[config.mk]
export PLATFORM = sky130hd
export DESIGN_NAME = nest_irq_ctrl
export DESIGN_NICKNAME = d
export VERILOG_FILES = /design/src/rtl/nirq_pkg.sv /design/src/rtl/nirq_prio_enc.sv /design/src/rtl/nirq_vec_unit.sv /design/src/rtl/nest_irq_ctrl.sv
export SDC_FILE = /design/constraint.sdc
export NUM_CORES = 1
export LEC_CHECK = 0
export BUFFER_PORTS_ARGS = -buffer_cell sky130_fd_sc_hd__buf_2
export CORE_MARGIN = 5
export CORE_UTILIZATION = 30
export DETAILED_ROUTE_END_ITERATION = 6
export GPL_TIMING_DRIVEN = 0
export PLACE_DENSITY_LB_ADDON = 0.12
export SKIP_LAST_GASP = 1
export SLEW_MARGIN = 20
export SYNTH_ARGS = -nofsm -noshare
export SYNTH_HDL_FRONTEND = slang
export SYNTH_SLANG_ARGS = --single-unit
[constraint.sdc]
create_clock -name clk -period 4.3 [get_ports clk]
set_clock_uncertainty 0.05 [all_clocks]
set_input_delay 0.215 -clock clk [delete_from_list [all_inputs] [get_ports clk]]
set_output_delay 0.215 -clock clk [all_outputs]
set_load 0.01 [all_outputs]
[src/rtl/nirq_pkg.sv]
package nirq_pkg;
    localparam int LINES       = 8;
    localparam int VEC_W       = 8;
    localparam int ENTRY_SHIFT = 2;   // four bytes per handler entry

    typedef enum logic [1:0] {
        CMD_IDLE = 2'd0,
        CMD_TAKE = 2'd1,
        CMD_DONE = 2'd2
    } cmd_e;

    function automatic cmd_e decode_cmd(input logic take, input logic done);
        if (take)      return CMD_TAKE;
        else if (done) return CMD_DONE;
        else           return CMD_IDLE;
    endfunction
endpackage

[src/rtl/nirq_prio_enc.sv]
module nirq_prio_enc #(
    parameter int N  = 8,
    parameter int IW = $clog2(N)
) (
    input  logic [N-1:0]  bits,
    output logic          hit,
    output logic [IW-1:0] idx
);
    always_comb begin
        hit = 1'b0;
        idx = '0;
        for (int i = N - 1; i >= 0; i--) begin
            if (bits[i]) begin
                hit = 1'b1;
                idx = IW'(i);
            end
        end
    end
endmodule

[src/rtl/nirq_vec_unit.sv]
module nirq_vec_unit #(
    parameter int IW = 3,
    parameter int VW = 8,
    parameter int SH = 2
) (
    input  logic          clk,
    input  logic          rst,
    input  logic          base_we,
    input  logic [VW-1:0] base_wdata,
    input  logic          take,
    input  logic [IW-1:0] take_idx,
    output logic          vec_valid,
    output logic [VW-1:0] vec_out,
    output logic [VW+SH-1:0] handler_addr
);
    logic [VW-1:0] base_q;

    always_ff @(posedge clk) begin
        if (rst) begin
            base_q    <= '0;
            vec_valid <= 1'b0;
            vec_out   <= '0;
        end else begin
            if (base_we) base_q <= base_wdata;
            vec_valid <= take;
            if (take) vec_out <= base_q + VW'(take_idx);
        end
    end

    assign handler_addr = {vec_out, {SH{1'b0}}};
endmodule

[src/rtl/nest_irq_ctrl.sv]
module nest_irq_ctrl
    import nirq_pkg::*;
#(
    parameter int N_LINES = nirq_pkg::LINES,
    parameter int V_W     = nirq_pkg::VEC_W,
    parameter int E_SH    = nirq_pkg::ENTRY_SHIFT
) (
    input  logic                clk,
    input  logic                rst,
    input  logic [N_LINES-1:0]  irq_req,
    input  logic                en_we,
    input  logic [N_LINES-1:0]  en_wdata,
    input  logic                base_we,
    input  logic [V_W-1:0]      base_wdata,
    output logic                intr,
    input  logic                ack,
    input  logic                eos,
    output logic                vec_valid,
    output logic [V_W-1:0]      vec_out,
    output logic [V_W+E_SH-1:0] handler_addr
);
    localparam int IW = (N_LINES > 1) ? $clog2(N_LINES) : 1;

    logic [N_LINES-1:0] pend_q, en_q, svc_q;
    logic [N_LINES-1:0] set_mask, clr_mask;
    logic               p_hit, s_hit, take;
    logic [IW-1:0]      p_idx, s_idx;
    cmd_e               cmd;

    nirq_prio_enc #(.N(N_LINES), .IW(IW)) u_pend_enc (
        .bits (pend_q & en_q),
        .hit  (p_hit),
        .idx  (p_idx)
    );

    nirq_prio_enc #(.N(N_LINES), .IW(IW)) u_svc_enc (
        .bits (svc_q),
        .hit  (s_hit),
        .idx  (s_idx)
    );

    // Raise only when the best enabled request outranks every running service.
    assign intr = p_hit && (!s_hit || (p_idx < s_idx));
    assign take = ack && intr;
    assign cmd  = decode_cmd(take, eos);

    always_comb begin
        set_mask = '0;
        clr_mask = '0;
        if (take)          set_mask = N_LINES'(1) << p_idx;
        if (eos && s_hit)  clr_mask = N_LINES'(1) << s_idx;
    end

    always_ff @(posedge clk) begin
        if (rst) begin
            pend_q <= '0;
            en_q   <= '0;
            svc_q  <= '0;
        end else begin
            if (en_we) en_q <= en_wdata;
            pend_q <= (pend_q | irq_req) & ~set_mask;
            case (cmd)
                CMD_TAKE: svc_q <= (svc_q & ~clr_mask) | set_mask;
                CMD_DONE: svc_q <= svc_q & ~clr_mask;
                default:  svc_q <= svc_q;
            endcase
        end
    end

    nirq_vec_unit #(.IW(IW), .VW(V_W), .SH(E_SH)) u_vec (
        .clk          (clk),
        .rst          (rst),
        .base_we      (base_we),
        .base_wdata   (base_wdata),
        .take         (take),
        .take_idx     (p_idx),
        .vec_valid    (vec_valid),
        .vec_out      (vec_out),
        .handler_addr (handler_addr)
    );
endmodule

* Word level (Yosys, flattened, before mapping)
Cells that the tools add are included.
** Word-level totals
- Register bits :: 41
- Bits in latches :: 0
- Bits in writable memories :: 0
- ROM bits :: 0
- Input bits :: 30
- Word-level logic and storage cells :: 62
- Memories :: 0
** Operators by class
- $add $sub $neg :: 1
- Multipliers :: 0
- Divide/modulo/power cells :: 0
- Magnitude comparators :: 1
- Equal/unequal tests :: 2
- Shift-type cells :: 2
- Multiplexer cells :: 37
- Bitwise logic cells :: 7
- Reduce and logical (&&, ||, !) cells :: 6
** Operators with widths (number)
- 3-bit two-way mux :: 16
- 8-bit AND :: 3
- 1-bit two-way mux :: 16
- 8-bit two-way mux :: 2
- 8-bit NOT :: 2
- 8-bit bitwise OR :: 2
- 8-bit case mux with 2 select lines :: 1
- 1-bit by 3-bit << shifter with 8-bit output (first input constant) :: 2
- 8-bit by 3-bit adder with 8-bit output :: 1
- 2-bit two-way mux :: 2
- 1-bit logical AND :: 3
- 3-bit less-than comparator :: 1
- 2-bit by 1-bit equality test with 1-bit output (second input constant) :: 1
- 2-bit equality test (second input constant) :: 1
- 2-bit nonzero test :: 1
- 1-bit zero test :: 1
- 1-bit logical OR :: 1

* Longest topological paths before layout
Gate-level depths: netlist of run 1.
- Depth in word-level cells :: 16
- Mapped depth :: 11
- Depth with buffers taken out :: 11

* Cells and area by module
Synthesis of run 1 repeated with hierarchy kept, for this count alone.
** Second synthesis, totals
- Cell total of the unflattened synthesis :: 233
- Area, all modules :: 2112.0 um2
** By module, submodules not included
- nest_irq_ctrl :: times used 1, cells an instance 118, area each 1098.6 um2, seq. area each 480.5 um2
- nirq_vec_unit :: times used 1, cells an instance 89, area each 853.3 um2, seq. area each 340.3 um2
- nirq_prio_enc :: times used 2, cells an instance 13, area each 80.1 um2, seq. area each 0.0 um2

* Worst setup path before layout of run 1
Ideal clock, no wire load.
- Path kind :: register to output
- Start point :: register svc_q[4]
- End point :: output intr
- Arrival time :: 1.968 ns
- Data required time :: 4.035 ns
- Slack :: 2.067 ns
- Stages on the path, launching flop included :: 11
- Buffers on the path :: 1
- Path through :: dfxtp_1 nor2_1 o21ai_0 a211oi_1 inv_1 ha_1 o21a_1 o22ai_2 a21o_1 buf_6 and2_1
** On the way
- Word-level cells in the longest chain between the ends :: 8
** Ends and longest elaborated chain
- from (decl) :: RTL line nest_irq_ctrl.sv:24 : logic [N_LINES-1:0] pend_q, en_q, svc_q;
- from (signal assigned) :: RTL line nest_irq_ctrl.sv:63 : CMD_TAKE: svc_q <= (svc_q & ~clr_mask) | set_mask;
- from (signal assigned) :: RTL line nest_irq_ctrl.sv:64 : CMD_DONE: svc_q <= svc_q & ~clr_mask;
- from (signal assigned) :: RTL line nest_irq_ctrl.sv:65 : default: svc_q <= svc_q;
- 3-bit two-way mux / 1-bit two-way mux (equally long branches) (5 in series) :: RTL line nirq_prio_enc.sv:13 : if (bits[i]) begin
- 3-bit less-than comparator / 1-bit zero test (equally long branches) :: RTL line nest_irq_ctrl.sv:43 : assign intr = p_hit && (!s_hit || (p_idx < s_idx));
- 1-bit logical OR (*) :: RTL line nest_irq_ctrl.sv:43
- 1-bit logical AND (*) :: RTL line nest_irq_ctrl.sv:43
- to (decl) :: RTL line nest_irq_ctrl.sv:15 : output logic intr,
Every way passes the cells marked *; elsewhere a longest branch is shown, timed or not.

* Final worst setup path of run 1
Same ends and word-level chain as after synthesis.

==> results.ini, run 1 <==
[cells_and_area]
layout_commonest_cell = buf_2
finalNetCount = 323
drive_gt1_frac = 0.292
syn_to_final_growth_pct = 20.9
instances_no_fill = 368
multi_input_area_sq_um = 1110
seqCellArea_sq_um = 821
antenna_cells = 0
final_cell_mix = 44 x buf_2, 41 x dfxtp_1, 35 x nor2_1
nFillCells = 715

[detailed_routing]
drt-initial-drc-count = 105
viasPerCell = 4.72
drtPass1Iterations = 4
wire_per_inst_um = 13.4
drcViolationCount = 0
ant_nets = 0
vias = 1736
routed_wl_mm = 4.95

[critical_path]
setup.worst_path.start_class = register
worstPathMaxFanout = 9
r2r_setup_slack_ps = 1760
worstReg2RegStart = svc_q[4]
crit_arrival_ps = 2680
startpoint = svc_q[4]
crit_path_end_kind = output pin
reg2reg_depth = 10
path_class = register to output pin
required_ps = 4030

[global_route]
grt_max_degree = 13
grt_pass1_wl_mm = 8.15
antenna_found_initial = 0
grt-ovfl-total = 0
grt.total_usage = 0.119
grt_pass1_vias = 1675

[logic_synthesis]
synth_cells = 236
async_flop_share = 0
synth_area_per_cell_sq_um = 8.81
synth.distinct_cells = 41
synth_edf_count = 0
ys_seq_area_frac = 0.395
synth_top_flop_cell = dfxtp_1
synth-seq-cells = 41
syn_area_sq_um = 2080
ys_warn_count = 0

[clock_network]
numCtsBuffers = 5
cts_resized = 0
clockBufferDepth = 2
root_buffer = clkbuf_8
clock_latency_ps = 290
clkTransAtPathRegs_ps = 80
ctsHoldBuffers = 0
clock-sinks = 41
htree_levels = 2
cts_tree = done
post-cts-setup-buffer-count = 0

[placed_design]
placedCellCount = 360
port_buffers = 43
place.gp.congestion = 0.796
dpl.hpwl_mm = 3.81

[timing]
finalCritPeriodShare = 0.685
final.min_clock_period_ps = 2950
slew_violations = 0
worstMarginPinSlew_ps = 602
relSlewSlack = 0.599
setup_viol_count_final = 0
fmax_ghz = 0.339
hold_viol = 0
rsz0062_at_grt = no
setup_tns_ps = 0
worst_hold_slack_ps = 106

[die]
coreArea_sq_um = 6760
dieHeight_um = 93.3
die_x_um = 93.3
num_rows = 30
io_pins = 50
start_util = 0.308
die-area_sq_um = 8700

[min_path]
min_path_type = primary input to register
hold_path_startpoint = base_wdata[3]
hold_path_depth = 3

[pwr]
power_density_nw_per_um2 = 372
p_leak_nw = 1.11
total_power_mw = 0.937
vdd.ir_drop.worst_mv = 0.172

[run_status]
outcome = complete, no violations

[flow_run]
maxCapViolations = 0

[sequential cells by signal, summed over array words and instances (netlist names)]
name,flops
pend_q,8
u_vec.vec_out,8
en_q,8
u_vec.vec_valid,1
u_vec.base_q,8
svc_q,8
[cells in the mapped netlist (all sizes together) (2+ instances only)]
| cell | count | area (sq um) |
|---|---|---|
| dfxtp | 41 | 821 |
| nor2 | 36 | 138 |
| a21oi | 21 | 128 |
| nand2 | 19 | 71.3 |
| mux2i | 16 | 160 |
| buf | 15 | 110 |
| a211oi | 12 | 115 |
| o21ai | 10 | 50.0 |
| nand3 | 9 | 50.1 |
| clkbuf | 6 | 22.5 |
| inv | 6 | 22.5 |
| and2 | 5 | 31.3 |
| ha | 5 | 62.6 |
| o21a | 5 | 41.3 |
| xnor2 | 4 | 35.0 |
| a22oi | 3 | 22.5 |
| a32oi | 3 | 26.3 |
| nor2b | 3 | 18.8 |
| a21o | 2 | 15.0 |
| a311oi | 2 | 17.5 |
| nor3 | 2 | 10.0 |
| xor2 | 2 | 17.5 |
[logic make-up after synthesis]
| family | count (synthesis) | share of synthesized area |
|---|---|---|
| AND/OR/NAND/NOR | 77 | 0.170 |
| flip-flops | 41 | 0.395 |
| other | 1 | 0.00180 |
| XOR/XNOR | 6 | 0.0253 |
| multiplexers | 16 | 0.0770 |
| buffers and inverters | 27 | 0.0746 |
| adder cells (fa/ha/maj) | 6 | 0.0397 |
| AO/OA/AOI/OAI | 62 | 0.217 |
[report_power, final]
part           internal, mW  total, mW  switching, mW  leakage, nW
sequential            0.404      0.424         0.0200        0.337
clock                 0.189      0.319          0.130       0.0585
combinational        0.0886      0.193          0.105        0.711
total                 0.682      0.937          0.255         1.11
[worst max-delay path, stage by stage, from the launching register on]
cell      delay (ps)
dfxtp_1          340
nor2_1           150
o21ai_0          110
a211oi_1         460
inv_1             90
ha_1             280
o21a_1           190
o22ai_2          200
a21o_1           130
buf_6            140
and2_1           160
buf_2            140
[stage by stage]
stage | area, sq um | setup WS, ps | util
2_1_floorplan | 2080 | 2070 | -
4_1_cts | 2510 | 1320 | 0.372
3_5_place_dp | 2400 | 1660 | 0.355
6_report | 2510 | 1350 | 0.372
3_3_place_gp | 2400 | 1610 | 0.355
5_1_grt | 2510 | 1090 | 0.372
[final timing paths]
| path | end |
|---|---|
| max | intr |
| min | u_vec.base_q[3] |
| max reg2reg | u_vec.vec_out[6] |
| min reg2reg | en_q[3] |
[routing by layer]
layer / part of all wire / track usage / up-vias
met3: 0.044 / 0.0290 / 6
met4: 0.018 / 0.0452 / 0
li1: - / - / 913
met1: 0.49 / 0.163 / 780
met5: 0 / 0 / -
met2: 0.44 / 0.180 / 37
[area by class of cell]
cell class,count,area share
buffer,21,0.0527
clock buffer,7,0.0343
clock inverter,1,0.0119
inverter,6,0.00896
multi-input combinational,169,0.440
sequential,41,0.326
tap,80,0.0398
timing repair buffer,43,0.0856
(Power assumes the default switching activity.)
==> inputs of run 2 (changes only) <==
==> constraint.sdc (replaced) <==
create_clock -name clk -period 2.45 [get_ports clk]
set_clock_uncertainty 0.05 [all_clocks]
set_input_delay 0.1225 -clock clk [delete_from_list [all_inputs] [get_ports clk]]
set_output_delay 0.1225 -clock clk [all_outputs]
set_load 0.01 [all_outputs]
==> run 2 against run 1 <==
  * Combinational power rose by 110%
  * Wire length rose by 5.8%
  * Critical path depth fell by 1
  * Cell area rose by 8.7%
  * Global-route usage rose by 0.41 points
  * Sequential share of layout area fell by 2.2 points
  * Critical endpoint unchanged
  * Largest power group unchanged
  * Highest routed layer unchanged
==> results.ini, run 2 (same netlist as run 1, synthesis figures left out) <==
[run_status]
outcome = complete, no violations

[cells_and_area]
multi_input_area_sq_um = 1220  ; +10%
nFillCells = 700  ; -2.1%
layout_commonest_cell = buf_2
drive_gt1_frac = 0.397  ; +0.105
antenna_cells = 0  ; unchanged
instances_no_fill = 380  ; +3.3%
final_cell_mix = 43 x buf_2, 35 x dfxtp_1, 33 x nor2_1
syn_to_final_growth_pct = 31.5
finalNetCount = 335  ; +3.7%
seqCellArea_sq_um = 831  ; +1.2%

[min_path]
hold_path_startpoint = base_wdata[3]
min_path_type = primary input to register

[timing]
relSlewSlack = 0.596  ; -0.00303
final.min_clock_period_ps = 2370
fin_ws_ps = 81.4  ; -1270 ps
hold_viol = 0  ; unchanged
fmax_ghz = 0.422
setup_viol_count_final = 0  ; unchanged
rsz0062_at_grt = yes
finalCritPeriodShare = 0.967
worst_hold_slack_ps = 14.3  ; -91.2 ps
slew_violations = 0  ; unchanged
worstMarginPinSlew_ps = 606  ; +4.55 ps

[critical_path]
path_class = register to output pin
worstPathMaxFanout = 4  ; -5
setup.worst_path.start_class = register
crit_path_end_kind = output pin
startpoint = svc_q[5]
crit_arrival_ps = 2200  ; -480 ps
worstReg2RegStart = svc_q[5]
required_ps = 2280  ; -1750 ps

[clock_network]
cts_tree = done
htree_levels = 2  ; unchanged
clock_latency_ps = 290  ; about the same
clock-sinks = 41  ; unchanged
root_buffer = clkbuf_8
numCtsBuffers = 5  ; unchanged
clockBufferDepth = 2  ; unchanged
ctsHoldBuffers = 0  ; unchanged
clkTransAtPathRegs_ps = 80  ; about the same

[pwr]
total_power_mw = 1.71  ; +83%
p_leak_nw = 1.19  ; +7.6%
power_density_nw_per_um2 = 627  ; +68%
vdd.ir_drop.worst_mv = 0.271  ; +58%

[detailed_routing]
viasPerCell = 4.76  ; +0.86%
ant_nets = 0  ; unchanged
route.met3.wl_um = 232  ; +5.9%
vias = 1808  ; +4.1%
drtPass1Iterations = 4  ; unchanged
routed_wl_mm = 5.23  ; +5.8%
top_layer = met4
wl_met1_mm = 2.50  ; +2.3%
drt-initial-drc-count = 69  ; -34%
met2_length_mm = 2.39  ; +9.1%
drcViolationCount = 0  ; unchanged
wire_per_inst_um = 13.8  ; +2.5%

[die]
die_x_um = 93.3  ; unchanged
start_util = 0.308  ; unchanged
coreArea_sq_um = 6760  ; unchanged
dieHeight_um = 93.3  ; unchanged
io_pins = 50  ; unchanged
num_rows = 30  ; unchanged
die-area_sq_um = 8700  ; unchanged

[placed_design]
port_buffers = 43  ; unchanged
place.gp.congestion = 0.796  ; unchanged
placedCellCount = 360  ; unchanged
pre_cts_ws_ps = -99.6  ; -1760 ps
dpl.hpwl_mm = 3.81  ; unchanged

[global_route]
grt_max_degree = 13  ; unchanged
grt_pass1_wl_mm = 8.43  ; +3.5%
antenna_found_initial = 0  ; unchanged
grt.total_usage = 0.123  ; +0.00408
grt-ovfl-total = 0  ; unchanged
grt_pass1_vias = 1737  ; +3.7%

[flow_run]
maxCapViolations = 0  ; unchanged

==> run 2: cell count changes in the layout (fill, tap and decap cells not counted), sizes merged <==
cell / previous run / this run
buf: 58 / 70
==> run 2: worst max-delay path, stage by stage (launching register included) <==
cell and delay, ps:
dfxtp_4 370, nor2_4 120, o21ai_2 70, a211oi_2 270
inv_1 80, ha_1 290, o21a_1 200, o22ai_4 140
a21o_1 130, and2_4 150, buf_6 90
==> run 2: path summary, 6_finish.rpt <==
path / end / cells past startpoint / slack [ps]
setup reg to reg: svc_q[7] / 12 / 140
setup / recovery: intr / 10 / 80
hold / removal: u_vec.base_q[3] / 3 / 10
hold reg to reg: en_q[0] / 2 / 460
==> run 2: routing by layer <==
layer,track usage,vias up
met5,0,-
met4,0.0501,0
met3,0.0298,8
met2,0.188,42
met1,0.166,824
li1,-,934
==> run 2: metrics by stage <==
stage	util	TNS (ps)	area, sq um
2_1_floorplan	-	0	2080
3_3_place_gp	0.355	-1120	2400
3_5_place_dp	0.355	-547	2400
4_1_cts	0.389	0	2630
5_1_grt	0.405	-66.6	2730
6_report	0.405	0	2730
==> run 2: what timing repair did <==
action	in CTS	in global routing
buffers inserted	8	5
setup endpoints to repair	16	12
pin swaps	5	6
gates resized for setup	14	20
==> run 2: power by group <==
group          internal, mW  total [mW]  switching, mW
clock network         0.332       0.558          0.226
registers             0.709       0.747         0.0384
logic                 0.198       0.407          0.209
total                  1.24        1.71          0.473
==> run 2: layout make-up <==
type                    count  share of cell area
repair buffers             56               0.118
clock inverters             1              0.0110
well taps                  80              0.0366
multi-input cells         169               0.446
inverters                   6             0.00824
plain buffers              20              0.0444
clock buffers               7              0.0316
flip-flops and latches     41               0.304
==> inputs of run 3 (changes only) <==
--- a/config.mk
+++ b/config.mk
@@ -6,6 +6,8 @@
 export NUM_CORES = 1
 export LEC_CHECK = 0
 export BUFFER_PORTS_ARGS = -buffer_cell sky130_fd_sc_hd__buf_2
+export CELL_PAD_IN_SITES_DETAIL_PLACEMENT = 0
+export CELL_PAD_IN_SITES_GLOBAL_PLACEMENT = 1
 export CORE_MARGIN = 5
 export CORE_UTILIZATION = 30
 export DETAILED_ROUTE_END_ITERATION = 6
@@ -15,4 +17,5 @@
 export SLEW_MARGIN = 20
 export SYNTH_ARGS = -nofsm -noshare
 export SYNTH_HDL_FRONTEND = slang
+export SYNTH_HIERARCHICAL = 1
 export SYNTH_SLANG_ARGS = --single-unit
==> constraint.sdc (replaced) <==
create_clock -name clk -period 2.45 [get_ports clk]
set_clock_uncertainty 0.05 [all_clocks]
set_input_delay 0.1225 -clock clk [delete_from_list [all_inputs] [get_ports clk]]
set_output_delay 0.1225 -clock clk [all_outputs]
set_load 0.05 [all_outputs]
==> run 3 against run 2 <==
  * Wire length grew 2.9%
  * Via count grew 3.9%
  * Sequential power hardly changed
  * Non-clock buffer count fell by 1
  * Sequential cell count unchanged
  * Combinational power up 29%
  * Largest power group unchanged
  * Die area is 1.4% higher
  * Cell area up 5.1%
  * Worst setup slack worse by 75 ps
==> results.ini, run 3 <==
[run_status]
outcome = complete, no violations

[logic_synthesis]
synth_area_per_cell_sq_um = 9.06  ; +2.9%
async_flop_share = 0  ; unchanged
yosys-top-cells-count = 41 x dfxtp_1, 35 x nor2_1, 18 x mux2i_1
synth_area_leaders = dfxtp_1 39%, mux2i_1 8.5%, nor2_1 6.2%, buf_4 3.6%, ha_1 3.0%
synth_top_flop_cell = dfxtp_1
ys_warn_count = 6  ; +6
syn_area_sq_um = 2110  ; +1.6%
synth.distinct_cells = 45  ; +9.8%
ys_seq_area_frac = 0.389  ; -0.00608
synth_top_cell_by_area = dfxtp_1
yosysTopAreaCellShare = 0.389  ; -0.00608
synth-seq-cells = 41  ; unchanged
synth_edf_count = 0  ; unchanged
yosysMostFrequentCell = dfxtp_1
synth_cells = 233  ; -1.3%

[timing]
slew_violations = 0  ; unchanged
relSlewSlack = 0.569  ; -0.0271
worst_hold_slack_ps = 7.85  ; -6.43 ps
finalCritPeriodShare = 0.997  ; +0.0305
rsz0062_at_grt = yes
setup_tns_ps = 0  ; unchanged
hold_viol = 0  ; unchanged
fmax_ghz = 0.409  ; -3.1%
setup_viol_count_final = 0  ; unchanged
fin_ws_ps = 6.75  ; -74.7 ps
worstMarginPinSlew_ps = 638  ; +32.3 ps
final.min_clock_period_ps = 2440  ; +74.7 ps

[pwr]
p_sw_frac = 0.322  ; +0.0451
p_sw_mw = 0.591  ; +25%
p_leak_nw = 1.22  ; +2.5%
vdd.ir_drop.worst_mv = 0.318  ; +17%
clkPwrFrac = 0.308  ; -0.018
power_density_nw_per_um2 = 640  ; +2.1%
internal_power_mw = 1.25  ; +0.62%
combPwrFrac = 0.285  ; +0.047
pwr-share-seq = 0.407  ; -0.029
total_power_mw = 1.84  ; +7.3%

[min_path]
min_path_type = primary input to register

[placed_design]
pre_cts_ws_ps = -451  ; -352 ps
dpl.hpwl_mm = 4.08  ; +7.0%
place.gp.congestion = 0.747  ; -6.2%
port_buffers = 45  ; +4.7%

[critical_path]
slowest_stage = o41ai_4
path_class = register to register
crit_arrival_ps = 2600  ; +400 ps
crit_path_end_kind = register
worstPathMaxFanout = 4  ; unchanged
startpoint = pend_q[2]
required_ps = 2610  ; +330 ps
reg2reg_depth = 9  ; -3
cp-endpoint = u_vec/vec_out[6]
setup.worst_path.start_class = register
rr_endpoint = u_vec/vec_out[6]
path_cells = and2_4 -> o41ai_4 -> ha_2 -> inv_2 -> fa_2 -> nor2b_2 -> o2111ai_2 -> xor2_1 -> a211oi_1
r2r_setup_slack_ps = 7  ; -130 ps
slowest_delay_ps = 470  ; +100 ps
worstReg2RegStart = pend_q[2]

[cells_and_area]
utilization = 0.421  ; +0.0161
layout_commonest_cell = buf_2
multi_input_area_sq_um = 1330  ; +8.9%
antenna_cells = 0  ; unchanged
seqCellArea_sq_um = 828  ; -0.30%
drive_gt1_frac = 0.400  ; +0.00333
final_cell_mix = 47 x buf_2, 35 x dfxtp_1, 34 x nor2_1
finalNetCount = 335  ; unchanged
nFillCells = 725  ; +3.6%
syn_to_final_growth_pct = 36.1

[die]
start_util = 0.309  ; +0.00138
die_x_um = 93.9  ; +0.70%
dieHeight_um = 93.9  ; +0.70%
coreArea_sq_um = 6830  ; +1.1%
num_rows = 30  ; unchanged
io_pins = 50  ; unchanged
die-area_sq_um = 8820  ; +1.4%

[clock_network]
clock_latency_ps = 290  ; about the same
htree_levels = 2  ; unchanged
clock-sinks = 41  ; unchanged
numCtsBuffers = 5  ; unchanged
cts_tree = done
clkTransAtPathRegs_ps = 80  ; about the same
root_buffer = clkbuf_8
clockBufferDepth = 2  ; unchanged

[global_route]
grt_pass1_vias = 1843  ; +6.1%
grt-ovfl-total = 0  ; unchanged
grt_max_degree = 13  ; unchanged
antenna_found_initial = 0  ; unchanged
grt_pass1_wl_mm = 8.78  ; +4.2%
grt.total_usage = 0.127  ; +0.00378

[detailed_routing]
wire_per_inst_um = 13.6  ; -1.3%
vias = 1878  ; +3.9%
routed_wl_mm = 5.38  ; +2.9%
drcViolationCount = 0  ; unchanged
viasPerCell = 4.74  ; -0.33%
drt-initial-drc-count = 77  ; +12%
ant_nets = 0  ; unchanged
drtPass1Iterations = 4  ; unchanged

[flow_run]
maxCapViolations = 0  ; unchanged

run 3: changes by cell type after synthesis, moves of 5 or more:
cell / previous run / this run
nand2b_1: 1 / 6
nand3_1: 8 / 2
a21oi_1: 15 / 6
o211ai_1: 0 / 7
o41ai_1: 0 / 5
nor2b_1: 3 / 9
nand2_1: 19 / 8
a21oi_2: 6 / 1
run 3: cell type report:
class / instances / area share
flip-flops and latches: 41 / 0.288
clock inverters: 1 / 0.0104
multi-input cells: 168 / 0.462
plain buffers: 17 / 0.0392
clock buffers: 7 / 0.0300
inverters: 8 / 0.0104
repair buffers: 58 / 0.118
well taps: 96 / 0.0418
run 3: cell families (layout without fill, tap and decap cells):
group | Yosys count | after routing | share of synthesized area
adder cells (fa/ha/maj) | 6 | 6 | 0.0391
buffers and inverters | 25 | 91 | 0.0646
multiplexers | 18 | 18 | 0.0853
XOR/XNOR | 5 | 5 | 0.0207
other | 1 | 2 | 0.00178
flip-flops | 41 | 41 | 0.389
AND/OR/NAND/NOR | 82 | 82 | 0.200
AO/OA/AOI/OAI | 55 | 55 | 0.200
run 3: repair_timing:
item	CTS	global route
pin swaps	12	11
setup buffers	8	3
endpoints found under the setup margin	26	20
resized for setup	30	16
hold buffers	2	0
endpoints found under the hold margin	2	0
run 3: metal layers:
metal	GRT usage	part of all wire	wire [um]	vias to the layer above
met5	0	0	0	-
met4	0.0361	0.011	57	0
met3	0.0345	0.051	277	6
met2	0.207	0.47	2530	45
met1	0.164	0.47	2520	872
li1	-	-	-	955
run 3: critical path, delay by kind of cell, from the launching register on:
kind,cells,cell delay (ps)
AND/OR/NAND/NOR,2,310
flip-flops,1,330
XOR/XNOR,1,180
adder cells (fa/ha/maj),2,630
AO/OA/AOI/OAI,3,810
buffers and inverters,1,40
run 3: how the worst min path moves through the flow:
| stage | slack, ps | cells after the start | endpoint | from |
|---|---|---|---|---|
| 2_1_floorplan | 220 | 2 | en_q[0] | en_wdata[0] |
| 3_3_place_gp | 300 | 3 | u_vec/base_q[2] | base_wdata[2] |
| 3_5_place_dp | 310 | 3 | u_vec/base_q[0] | base_wdata[0] |
| 4_1_cts | 0.1 | 3 | u_vec/base_q[4] | base_wdata[4] |
| 5_1_grt | 2 | 3 | en_q[7] | en_wdata[7] |
| 6_report | 8 | 3 | u_vec/base_q[4] | base_wdata[4] |
run 3: stage by stage:
stage               cell area, sq um  cells
floorplan                       2140    234
global placement                2490    375
detailed placement              2490    375
CTS                             2790    393
global route                    2870    396
finish                          2870    396
run 3: power groups by stage:
stage               Sequential, mW  Combinational, mW  Clock, mW
detailed placement           0.761              0.457          0
CTS                          0.748              0.508      0.587
floorplan                    0.800              0.305          0
global placement             0.760              0.458          0
global route                 0.756              0.569      0.619
finish                       0.747              0.524      0.566
